$ cat config.mk
export PLATFORM = sky130hd
export DESIGN_NAME = cand_dispatch
export DESIGN_NICKNAME = d
export VERILOG_FILES = /design/src/rtl/disp_pkg.sv /design/src/rtl/disp_counter.sv /design/src/rtl/disp_tracker.sv /design/src/rtl/disp_ctrl.sv /design/src/rtl/cand_dispatch.sv
export SDC_FILE = /design/constraint.sdc
export NUM_CORES = 1
export LEC_CHECK = 0
export BUFFER_PORTS_ARGS = -buffer_cell sky130_fd_sc_hd__buf_2
export CORE_MARGIN = 1.5
export CORE_UTILIZATION = 55
export CTS_BUF_LIST = sky130_fd_sc_hd__clkbuf_4
export DETAILED_ROUTE_END_ITERATION = 7
export PLACE_DENSITY = 0.86
export SYNTH_ARGS = -nofsm -noshare
export SYNTH_HDL_FRONTEND = slang
export SYNTH_SLANG_ARGS = --single-unit
$ cat constraint.sdc
create_clock -name clk -period 5.26 [get_ports clk]
set_clock_uncertainty 0.2 [all_clocks]
set_input_delay 0.789 -clock clk [delete_from_list [all_inputs] [get_ports clk]]
set_output_delay 0.789 -clock clk [all_outputs]
set_load 0.02 [all_outputs]
$ cat src/rtl/disp_pkg.sv
package disp_pkg;
    typedef enum logic [2:0] {
        ST_IDLE,
        ST_FILL,
        ST_WAIT,
        ST_FOUND,
        ST_EXH
    } disp_state_e;
endpackage

$ cat src/rtl/disp_counter.sv
module disp_counter #(
    parameter int CAND_W = 32,
    parameter int CNT_W  = 32
) (
    input  logic              clk,
    input  logic              rst_n,
    input  logic              load_i,
    input  logic [CAND_W-1:0] start_val_i,
    input  logic [CNT_W-1:0]  count_i,
    input  logic              en_i,
    output logic [CAND_W-1:0] cand_o,
    output logic [CNT_W-1:0]  idx_o,
    output logic              last_o
);
    typedef struct packed {
        logic [CAND_W-1:0] cand;
        logic [CNT_W-1:0]  idx;
        logic [CNT_W-1:0]  total;
    } cnt_st_t;

    cnt_st_t st_d, st_q;
    logic    spent;

    assign spent = (st_q.idx == st_q.total);

    always_comb begin
        st_d = st_q;
        if (load_i) begin
            st_d.cand  = start_val_i;
            st_d.idx   = '0;
            st_d.total = count_i;
        end else if (en_i && !spent) begin
            st_d.cand = st_q.cand + CAND_W'(1);
            st_d.idx  = st_q.idx + CNT_W'(1);
        end
    end

    always_ff @(posedge clk or negedge rst_n) begin
        if (!rst_n) st_q <= '0;
        else        st_q <= st_d;
    end

    assign cand_o = st_q.cand;
    assign idx_o  = st_q.idx;
    assign last_o = spent;

    AST_INDEX_STEP: assert property (@(posedge clk) disable iff (!rst_n)
        (en_i && !load_i && !last_o) |=> (idx_o == $past(idx_o) + CNT_W'(1)));
    AST_COUNT_KEPT: assert property (@(posedge clk) disable iff (!rst_n)
        !load_i |=> $stable(st_q.total));
endmodule

$ cat src/rtl/disp_tracker.sv
module disp_tracker #(
    parameter int NUM_CORES = 4,
    parameter int CNT_W     = 32
) (
    input  logic                       clk,
    input  logic                       rst_n,
    input  logic                       clear_i,
    input  logic [NUM_CORES-1:0]       wr_i,
    input  logic [NUM_CORES-1:0]       done_i,
    input  logic [NUM_CORES-1:0]       found_i,
    input  logic [NUM_CORES*CNT_W-1:0] found_idx_i,
    output logic [NUM_CORES-1:0]       pending_o,
    output logic                       hit_o,
    output logic [CNT_W-1:0]           hit_idx_o
);
    logic [NUM_CORES-1:0] busy_d, busy_q;

    for (genvar g = 0; g < NUM_CORES; g++) begin : g_core
        always_comb begin
            busy_d[g] = busy_q[g];
            if (clear_i)      busy_d[g] = 1'b0;
            else if (wr_i[g]) busy_d[g] = 1'b1;
            else if (done_i[g]) busy_d[g] = 1'b0;
        end

        always_ff @(posedge clk or negedge rst_n) begin
            if (!rst_n) busy_q[g] <= 1'b0;
            else        busy_q[g] <= busy_d[g];
        end
    end

    always_comb begin
        hit_o     = 1'b0;
        hit_idx_o = '0;
        for (int k = NUM_CORES - 1; k >= 0; k--) begin
            if (done_i[k] && found_i[k]) begin
                hit_o     = 1'b1;
                hit_idx_o = found_idx_i[k*CNT_W +: CNT_W];
            end
        end
    end

    assign pending_o = busy_q;

    AST_BUSY_AFTER_WRITE: assert property (@(posedge clk) disable iff (!rst_n)
        (|(wr_i & ~done_i)) && !clear_i |=> (|(pending_o & $past(wr_i))));
endmodule

$ cat src/rtl/disp_ctrl.sv
module disp_ctrl #(
    parameter int NUM_CORES = 4,
    parameter int DEPTH     = 83,
    parameter int CNT_W     = 32
) (
    input  logic                 clk,
    input  logic                 rst_n,
    input  logic                 start_i,
    input  logic                 cnt_last_i,
    input  logic [NUM_CORES-1:0] pending_i,
    input  logic                 hit_i,
    input  logic [CNT_W-1:0]     hit_idx_i,
    output logic                 cnt_load_o,
    output logic                 cnt_en_o,
    output logic                 clear_o,
    output logic [NUM_CORES-1:0] core_wr_o,
    output logic                 idle_o,
    output logic                 found_o,
    output logic [CNT_W-1:0]     found_idx_o,
    output logic                 exhaust_o
);
    import disp_pkg::*;

    localparam int CORE_W = (NUM_CORES > 1) ? $clog2(NUM_CORES) : 1;
    localparam int SLOT_W = (DEPTH > 1) ? $clog2(DEPTH) : 1;
    localparam logic [CORE_W-1:0] LAST_CORE = CORE_W'(NUM_CORES - 1);
    localparam logic [SLOT_W-1:0] LAST_SLOT = SLOT_W'(DEPTH - 1);

    typedef struct packed {
        disp_state_e       state;
        logic [CORE_W-1:0] core;
        logic [SLOT_W-1:0] slot;
        logic              found;
        logic [CNT_W-1:0]  fidx;
    } ctrl_st_t;

    ctrl_st_t st_d, st_q;

    always_comb begin
        st_d       = st_q;
        cnt_load_o = 1'b0;
        cnt_en_o   = 1'b0;
        clear_o    = 1'b0;
        core_wr_o  = '0;
        unique case (st_q.state)
            ST_IDLE: begin
                if (start_i) begin
                    cnt_load_o = 1'b1;
                    clear_o    = 1'b1;
                    st_d.found = 1'b0;
                    st_d.fidx  = '0;
                    st_d.core  = '0;
                    st_d.slot  = '0;
                    st_d.state = ST_FILL;
                end
            end
            ST_FILL: begin
                if (hit_i) begin
                    st_d.found = 1'b1;
                    st_d.fidx  = hit_idx_i;
                    st_d.state = ST_FOUND;
                end else if (cnt_last_i) begin
                    st_d.state = ST_WAIT;
                end else begin
                    cnt_en_o             = 1'b1;
                    core_wr_o[st_q.core] = 1'b1;
                    if (st_q.slot == LAST_SLOT) begin
                        st_d.slot = '0;
                        if (st_q.core == LAST_CORE) begin
                            st_d.core  = '0;
                            st_d.state = ST_WAIT;
                        end else begin
                            st_d.core = st_q.core + CORE_W'(1);
                        end
                    end else begin
                        st_d.slot = st_q.slot + SLOT_W'(1);
                    end
                end
            end
            ST_WAIT: begin
                if (hit_i) begin
                    st_d.found = 1'b1;
                    st_d.fidx  = hit_idx_i;
                    st_d.state = ST_FOUND;
                end else if (pending_i == '0) begin
                    st_d.core  = '0;
                    st_d.slot  = '0;
                    st_d.state = cnt_last_i ? ST_EXH : ST_FILL;
                end
            end
            ST_FOUND: st_d.state = ST_IDLE;
            ST_EXH:   st_d.state = ST_IDLE;
            default:  st_d.state = ST_IDLE;
        endcase
    end

    always_ff @(posedge clk or negedge rst_n) begin
        if (!rst_n) begin
            st_q       <= '0;
            st_q.state <= ST_IDLE;
        end else begin
            st_q <= st_d;
        end
    end

    assign idle_o      = (st_q.state == ST_IDLE);
    assign exhaust_o   = (st_q.state == ST_EXH);
    assign found_o     = st_q.found;
    assign found_idx_o = st_q.fidx;

    AST_STROBE_ONEHOT: assert property (@(posedge clk) disable iff (!rst_n)
        $onehot0(core_wr_o));
    AST_SLOT_RANGE: assert property (@(posedge clk) disable iff (!rst_n)
        (st_q.slot <= LAST_SLOT) && (st_q.core <= LAST_CORE));
    AST_PAUSE_AT_BARRIER: assert property (@(posedge clk) disable iff (!rst_n)
        (st_q.state == ST_WAIT) |-> (core_wr_o == '0 && !cnt_en_o));
    AST_EXH_ONE_CYCLE: assert property (@(posedge clk) disable iff (!rst_n)
        exhaust_o |=> (idle_o && !exhaust_o));
    AST_FOUND_ONE_CYCLE: assert property (@(posedge clk) disable iff (!rst_n)
        (st_q.state == ST_FOUND) |=> idle_o);
    AST_RESULT_HELD: assert property (@(posedge clk) disable iff (!rst_n)
        (found_o && !(idle_o && start_i)) |=> (found_o && $stable(found_idx_o)));
endmodule

$ cat src/rtl/cand_dispatch.sv
module cand_dispatch #(
    parameter int NUM_CORES = 4,
    parameter int DEPTH     = 83,
    parameter int CAND_W    = 32,
    parameter int CNT_W     = 32
) (
    input  logic                       clk,
    input  logic                       rst_n,
    input  logic                       start_i,
    input  logic [CAND_W-1:0]          start_val_i,
    input  logic [CNT_W-1:0]           count_i,
    output logic [CAND_W-1:0]          core_cand_o,
    output logic [CNT_W-1:0]           core_idx_o,
    output logic [NUM_CORES-1:0]       core_wr_o,
    input  logic [NUM_CORES-1:0]       core_done_i,
    input  logic [NUM_CORES-1:0]       core_found_i,
    input  logic [NUM_CORES*CNT_W-1:0] core_found_idx_i,
    output logic                       idle_o,
    output logic                       found_o,
    output logic [CNT_W-1:0]           found_idx_o,
    output logic                       exhaust_o
);
    logic                 cnt_load, cnt_en, cnt_last, clear;
    logic [NUM_CORES-1:0] pending;
    logic                 hit;
    logic [CNT_W-1:0]     hit_idx;

    disp_counter #(.CAND_W(CAND_W), .CNT_W(CNT_W)) u_counter (
        .clk         (clk),
        .rst_n       (rst_n),
        .load_i      (cnt_load),
        .start_val_i (start_val_i),
        .count_i     (count_i),
        .en_i        (cnt_en),
        .cand_o      (core_cand_o),
        .idx_o       (core_idx_o),
        .last_o      (cnt_last)
    );

    disp_tracker #(.NUM_CORES(NUM_CORES), .CNT_W(CNT_W)) u_tracker (
        .clk         (clk),
        .rst_n       (rst_n),
        .clear_i     (clear),
        .wr_i        (core_wr_o),
        .done_i      (core_done_i),
        .found_i     (core_found_i),
        .found_idx_i (core_found_idx_i),
        .pending_o   (pending),
        .hit_o       (hit),
        .hit_idx_o   (hit_idx)
    );

    disp_ctrl #(.NUM_CORES(NUM_CORES), .DEPTH(DEPTH), .CNT_W(CNT_W)) u_ctrl (
        .clk         (clk),
        .rst_n       (rst_n),
        .start_i     (start_i),
        .cnt_last_i  (cnt_last),
        .pending_i   (pending),
        .hit_i       (hit),
        .hit_idx_i   (hit_idx),
        .cnt_load_o  (cnt_load),
        .cnt_en_o    (cnt_en),
        .clear_o     (clear),
        .core_wr_o   (core_wr_o),
        .idle_o      (idle_o),
        .found_o     (found_o),
        .found_idx_o (found_idx_o),
        .exhaust_o   (exhaust_o)
    );
endmodule

Word-level counts from Yosys, hierarchy flattened
Cells that the tools add are included.
Operators by class
  add/subtract/negate cells: 4
  magnitude comparators: 2
  equal/unequal tests: 15
  muxes and demuxes: 48
  reductions and logical operators: 19
Operators by type and width (count)
  2-to-1 mux 32 bit: 4
  2-to-1 mux 64 bit: 2
  one-hot mux 42 bit (3 select lines): 1
  adder 32 x 1 -> 32 bit, second input constant: 2
  2-to-1 mux 45 bit: 1
  2-to-1 mux 33 bit: 1
  == test 32 bit: 1
  2-to-1 mux 9 bit: 3
  2-to-1 mux 1 bit: 22
  2-to-1 mux 3 bit: 5
  nonzero test 3 bit: 5
  2-to-1 mux 12 bit: 1
  2-to-1 mux 4 bit: 3
  one-hot mux 3 bit (3 select lines): 1
  inequality test 2 bit, second input constant: 4
  inequality test 4 x 3 -> 1 bit, second input constant: 2
  adder 7 x 1 -> 7 bit, second input constant: 1
  == test 7 bit, second input constant: 1
  2-to-1 mux 7 bit: 1
  AND reduction 7 bit: 1
  logical AND 1 bit: 6
  AND reduction 6 bit: 1
  2-to-1 mux 5 bit: 1
  zero test 4 bit: 1
  16 further kinds: 17
Word-level totals
  register bits after elaboration: 145
  output and inout bits: 103
  logic and storage cells: 100

Logic depth before layout (Yosys ltp)
  word-level depth: 10
  gate-level depth with buffers: 9
  depth with buffers taken out: 8

Hierarchy
A second synthesis with hierarchy kept.
Second synthesis, totals
  cell total of the unflattened synthesis: 1042
  area total of the unflattened synthesis: 9594.2 µm²
Modules (own cells, without submodules)
  disp_counter: instances 1, cells an instance 571, area each 5744.3 µm²
  disp_ctrl: instances 1, cells an instance 266, area each 2398.6 µm²
  disp_tracker: instances 1, cells an instance 205, area each 1451.4 µm²

Least setup slack after synthesis
No wires, ideal clock.
  path type: flip-flop to output port
  start point: reg u_counter.st_q, in the netlist u_counter.idx_o[3]
  end point: out core_wr_o[0]
  arrival: 2.062 ns
  setup slack: 2.209 ns
  cell stages (with the launch flop): 9
  path buffers: 3
  cell sequence: dfrtp_1 > buf_2 > xor2_1 > nor4_1 > and4_1 > clkbuf_1 > clkbuf_1 > a21oi_2 > and2_1
On the way
  longest elaborated chain between the ends: 4
Ends and longest elaborated chain
  start: declaration: line disp_counter.sv:21  | cnt_st_t st_d, st_q;
  start signal: assignment: line disp_counter.sv:40  | else st_q <= st_d;
  == test 32 bit: line disp_counter.sv:24  | assign spent = (st_q.idx == st_q.total);
  2-to-1 mux 4 bit: line disp_ctrl.sv:62  | end else if (cnt_last_i) begin
  2-to-1 mux 4 bit: line disp_ctrl.sv:58  | if (hit_i) begin
  2-to-1 mux 4 bit: line disp_ctrl.sv:45  | unique case (st_q.state)
  end: declaration: line cand_dispatch.sv:14  | output logic [NUM_CORES-1:0] core_wr_o,
No other way between the ends.

Final worst setup path
  start point: reg u_counter.st_q, in the netlist u_counter.idx_o[5]
  end point: out core_wr_o[2]
The elaborated chain is that of the path after synthesis.

==> flow_summary.toml <==
[timing]
period_needed_ns = 4.11
worst_pin_slew_ns = 1.24
slew_viol_final = 0
rsz0062_at_grt = "false"
hold_ws_ns = 0.183
setup_viol = 0
fin_setup_tns_ns = 0
slew_headroom = 0.173
finalCritPeriodShare = 0.782
hold_viol_final = 0
fmax_ghz = 0.243

[floorplan]
die_area_um2 = 17300
die_h_um = 132
rows = 46
io-pin-count = 306
fp.coreArea_um2 = 16000
initial_utilization = 0.569
die_w_um = 132

[setup_path]
cp_max_fo = 17
required_ns = 4.27
end_kind = "output port"
path_class = "reg -> out"
critPathArrivalTime_ns = 3.12
timing.rr.start = "u_counter.idx_o[5]"
crit_start = "u_counter.idx_o[5]"
cp-start-kind = "flop"

[synthesis]
async_reset_ff_frac = 1.00
yosysWarnings = 0
synth.distinct_cells = 57
syn_inst = 1079
syn-num-nets = 1290
synth_flop_cell = "dfrtp_1"
synth_edf_count = 0
syn_area_per_cell_um2 = 8.43
syn_area_um2 = 9100
yosysSeqAreaShare = 0.399
synth.ff_latch_count = 145

[clock_tree]
cts-root-buf = "clkbuf_4"
clock_path_buffers = 2
holdBufCountCts = 0
clkLatencyLatePin_ns = 0.55
cts_setup_buffers = 0
htree_levels = 4
tritoncts = "built"
cts.sinks = 145
cts_buffers = 17
cts_resized = 0
cts.reportedPaths.clkPinSlew_ns = 0.12

[power_and_ir_drop]
power-per-cell-area_nw_per_um2 = 454
peakVddDrop_uv = 244
power.leakage_uw = 0.00492

[global_route]
grt_pass1_wl_mm = 43.1
grt_usage = 0.313
grt_pass1_vias = 8294
grt_max_degree = 111
antenna_found_initial = 7
gr-total-overflow = 0

[route]
post_drt_wl_per_cell_um = 18.6
routed_wl_mm = 27.5
dr_total_vias = 8771
drc = 0
drt_iter0_drc = 849
post_drt_via_cell_ratio = 5.93
firstDrtPassIters = 5
ant_nets = 0

[cells_and_area]
layout-drive-gt1-share = 0.285
final_area_um2 = 10400
final_common_cell = "buf_2"
area_growth_pct = 13.8
layout_common_cells = "304 x buf_2, 181 x nand2_1, 145 x dfrtp_1"
nNetsFinal = 1455
post-route-util = 0.647

[placed_design]
place_area_um2 = 9960
io_buffer_count = 305
dp_hpwl_mm = 20.0
gp_congestion = 1.00

[min_path]
hp-class = "in -> async"

[run_status]
outcome = "finished clean"

[run]
drv_cap = 0
==> cell families (layout without fill, tap and decap cells) <==
logic type                 count (synthesis)  in the layout  synth area share
AOI/OAI and AO/OA                        234            234             0.182
xor gates and xnor gates                  45             45            0.0433
adders and majority gates                  8              8            0.0110
buffers and inverters                    180            357             0.116
DFF                                      145            145             0.399
muxes                                     11             11            0.0124
other                                      0              7                 0
and+or+nand+nor                          456            456             0.236
==> layer usage <==
layer  up-vias  track usage  share of wire
li1       4109            -              -
met1      4122        0.374           0.39
met2       448        0.528           0.49
met3        92       0.0525          0.065
met4         0        0.193          0.055
met5         -            0              0
==> flip-flops by register name, indices dropped and copies added, names as in the netlist <==
register             count
u_ctrl.found_o           1
u_tracker.pending_o      4
u_counter.cand_o        32
u_ctrl.st_q             12
u_counter.st_q          32
u_counter.idx_o         32
u_ctrl.found_idx_o      32
==> critical path: stages, from the launching register on <==
cell     delay [ns]
dfrtp_1        0.50
xor2_1         0.18
nor4_1         0.51
and4_1         0.69
a21oi_2        0.28
and2_1         0.25
buf_2          0.16
==> metrics by stage <==
stage | instances | total power, µW | worst slack [ns]
floorplan | 1079 | 3420 | 2.21
global placement | 1441 | 3720 | 1.83
detailed placement | 1441 | 3780 | 1.73
CTS | 1472 | 4710 | 1.15
global route | 1479 | 4990 | 0.968
finish | 1479 | 4700 | 1.15
==> worst paths after layout <==
| check | endpoint | slack [ns] | depth (start not counted) |
|---|---|---|---|
| worst max-delay path | core_wr_o[2] | 1.15 | 6 |
| worst min-delay path | u_counter.st_q[7] | 0.18 | 1 |
| worst max register to register | u_counter.idx_o[14] | 1.86 | 6 |
| worst min register to register | u_counter.st_q[8] | 0.31 | 2 |
| max in group asynchronous | u_counter.cand_o[29] | 3.61 | 2 |
| min in group clk | u_counter.st_q[28] | 0.22 | 3 |
==> report_power, final <==
| group | internal, µW | total (µW) | switching [µW] |
|---|---|---|---|
| combinational | 683 | 1940 | 1250 |
| clock | 518 | 921 | 403 |
| sequential | 1490 | 1850 | 352 |
| total | 2690 | 4700 | 2010 |
==> Yosys cell counts, types with 14 or more instances <==
library cell	instances	share of area
or4_1	22	0.018
a21oi_1	31	0.017
o21ai_0	49	0.027
clkbuf_1	63	0.026
nor2_1	112	0.046
dfrtp_1	145	0.40
a221oi_1	31	0.030
a31oi_1	19	0.013
o31ai_1	21	0.017
nand4_1	15	0.010
o311ai_0	32	0.031
inv_1	14	0.0058
nand3_1	32	0.018
buf_4	96	0.079
xor2_1	33	0.032
nand2_1	182	0.075
==> cell type report <==
type	instances	area, µm²
Tap cell	216	270
Inverter	14	52.6
Antenna cell	7	17.5
Clock buffer	18	135
Clock inverter	13	240
Timing Repair Buffer	312	1590
Sequential cell	145	3630
Multi-Input combinational cell	754	4420
Fill cell	1389	5650
Power figures use the tool's default switching activity.
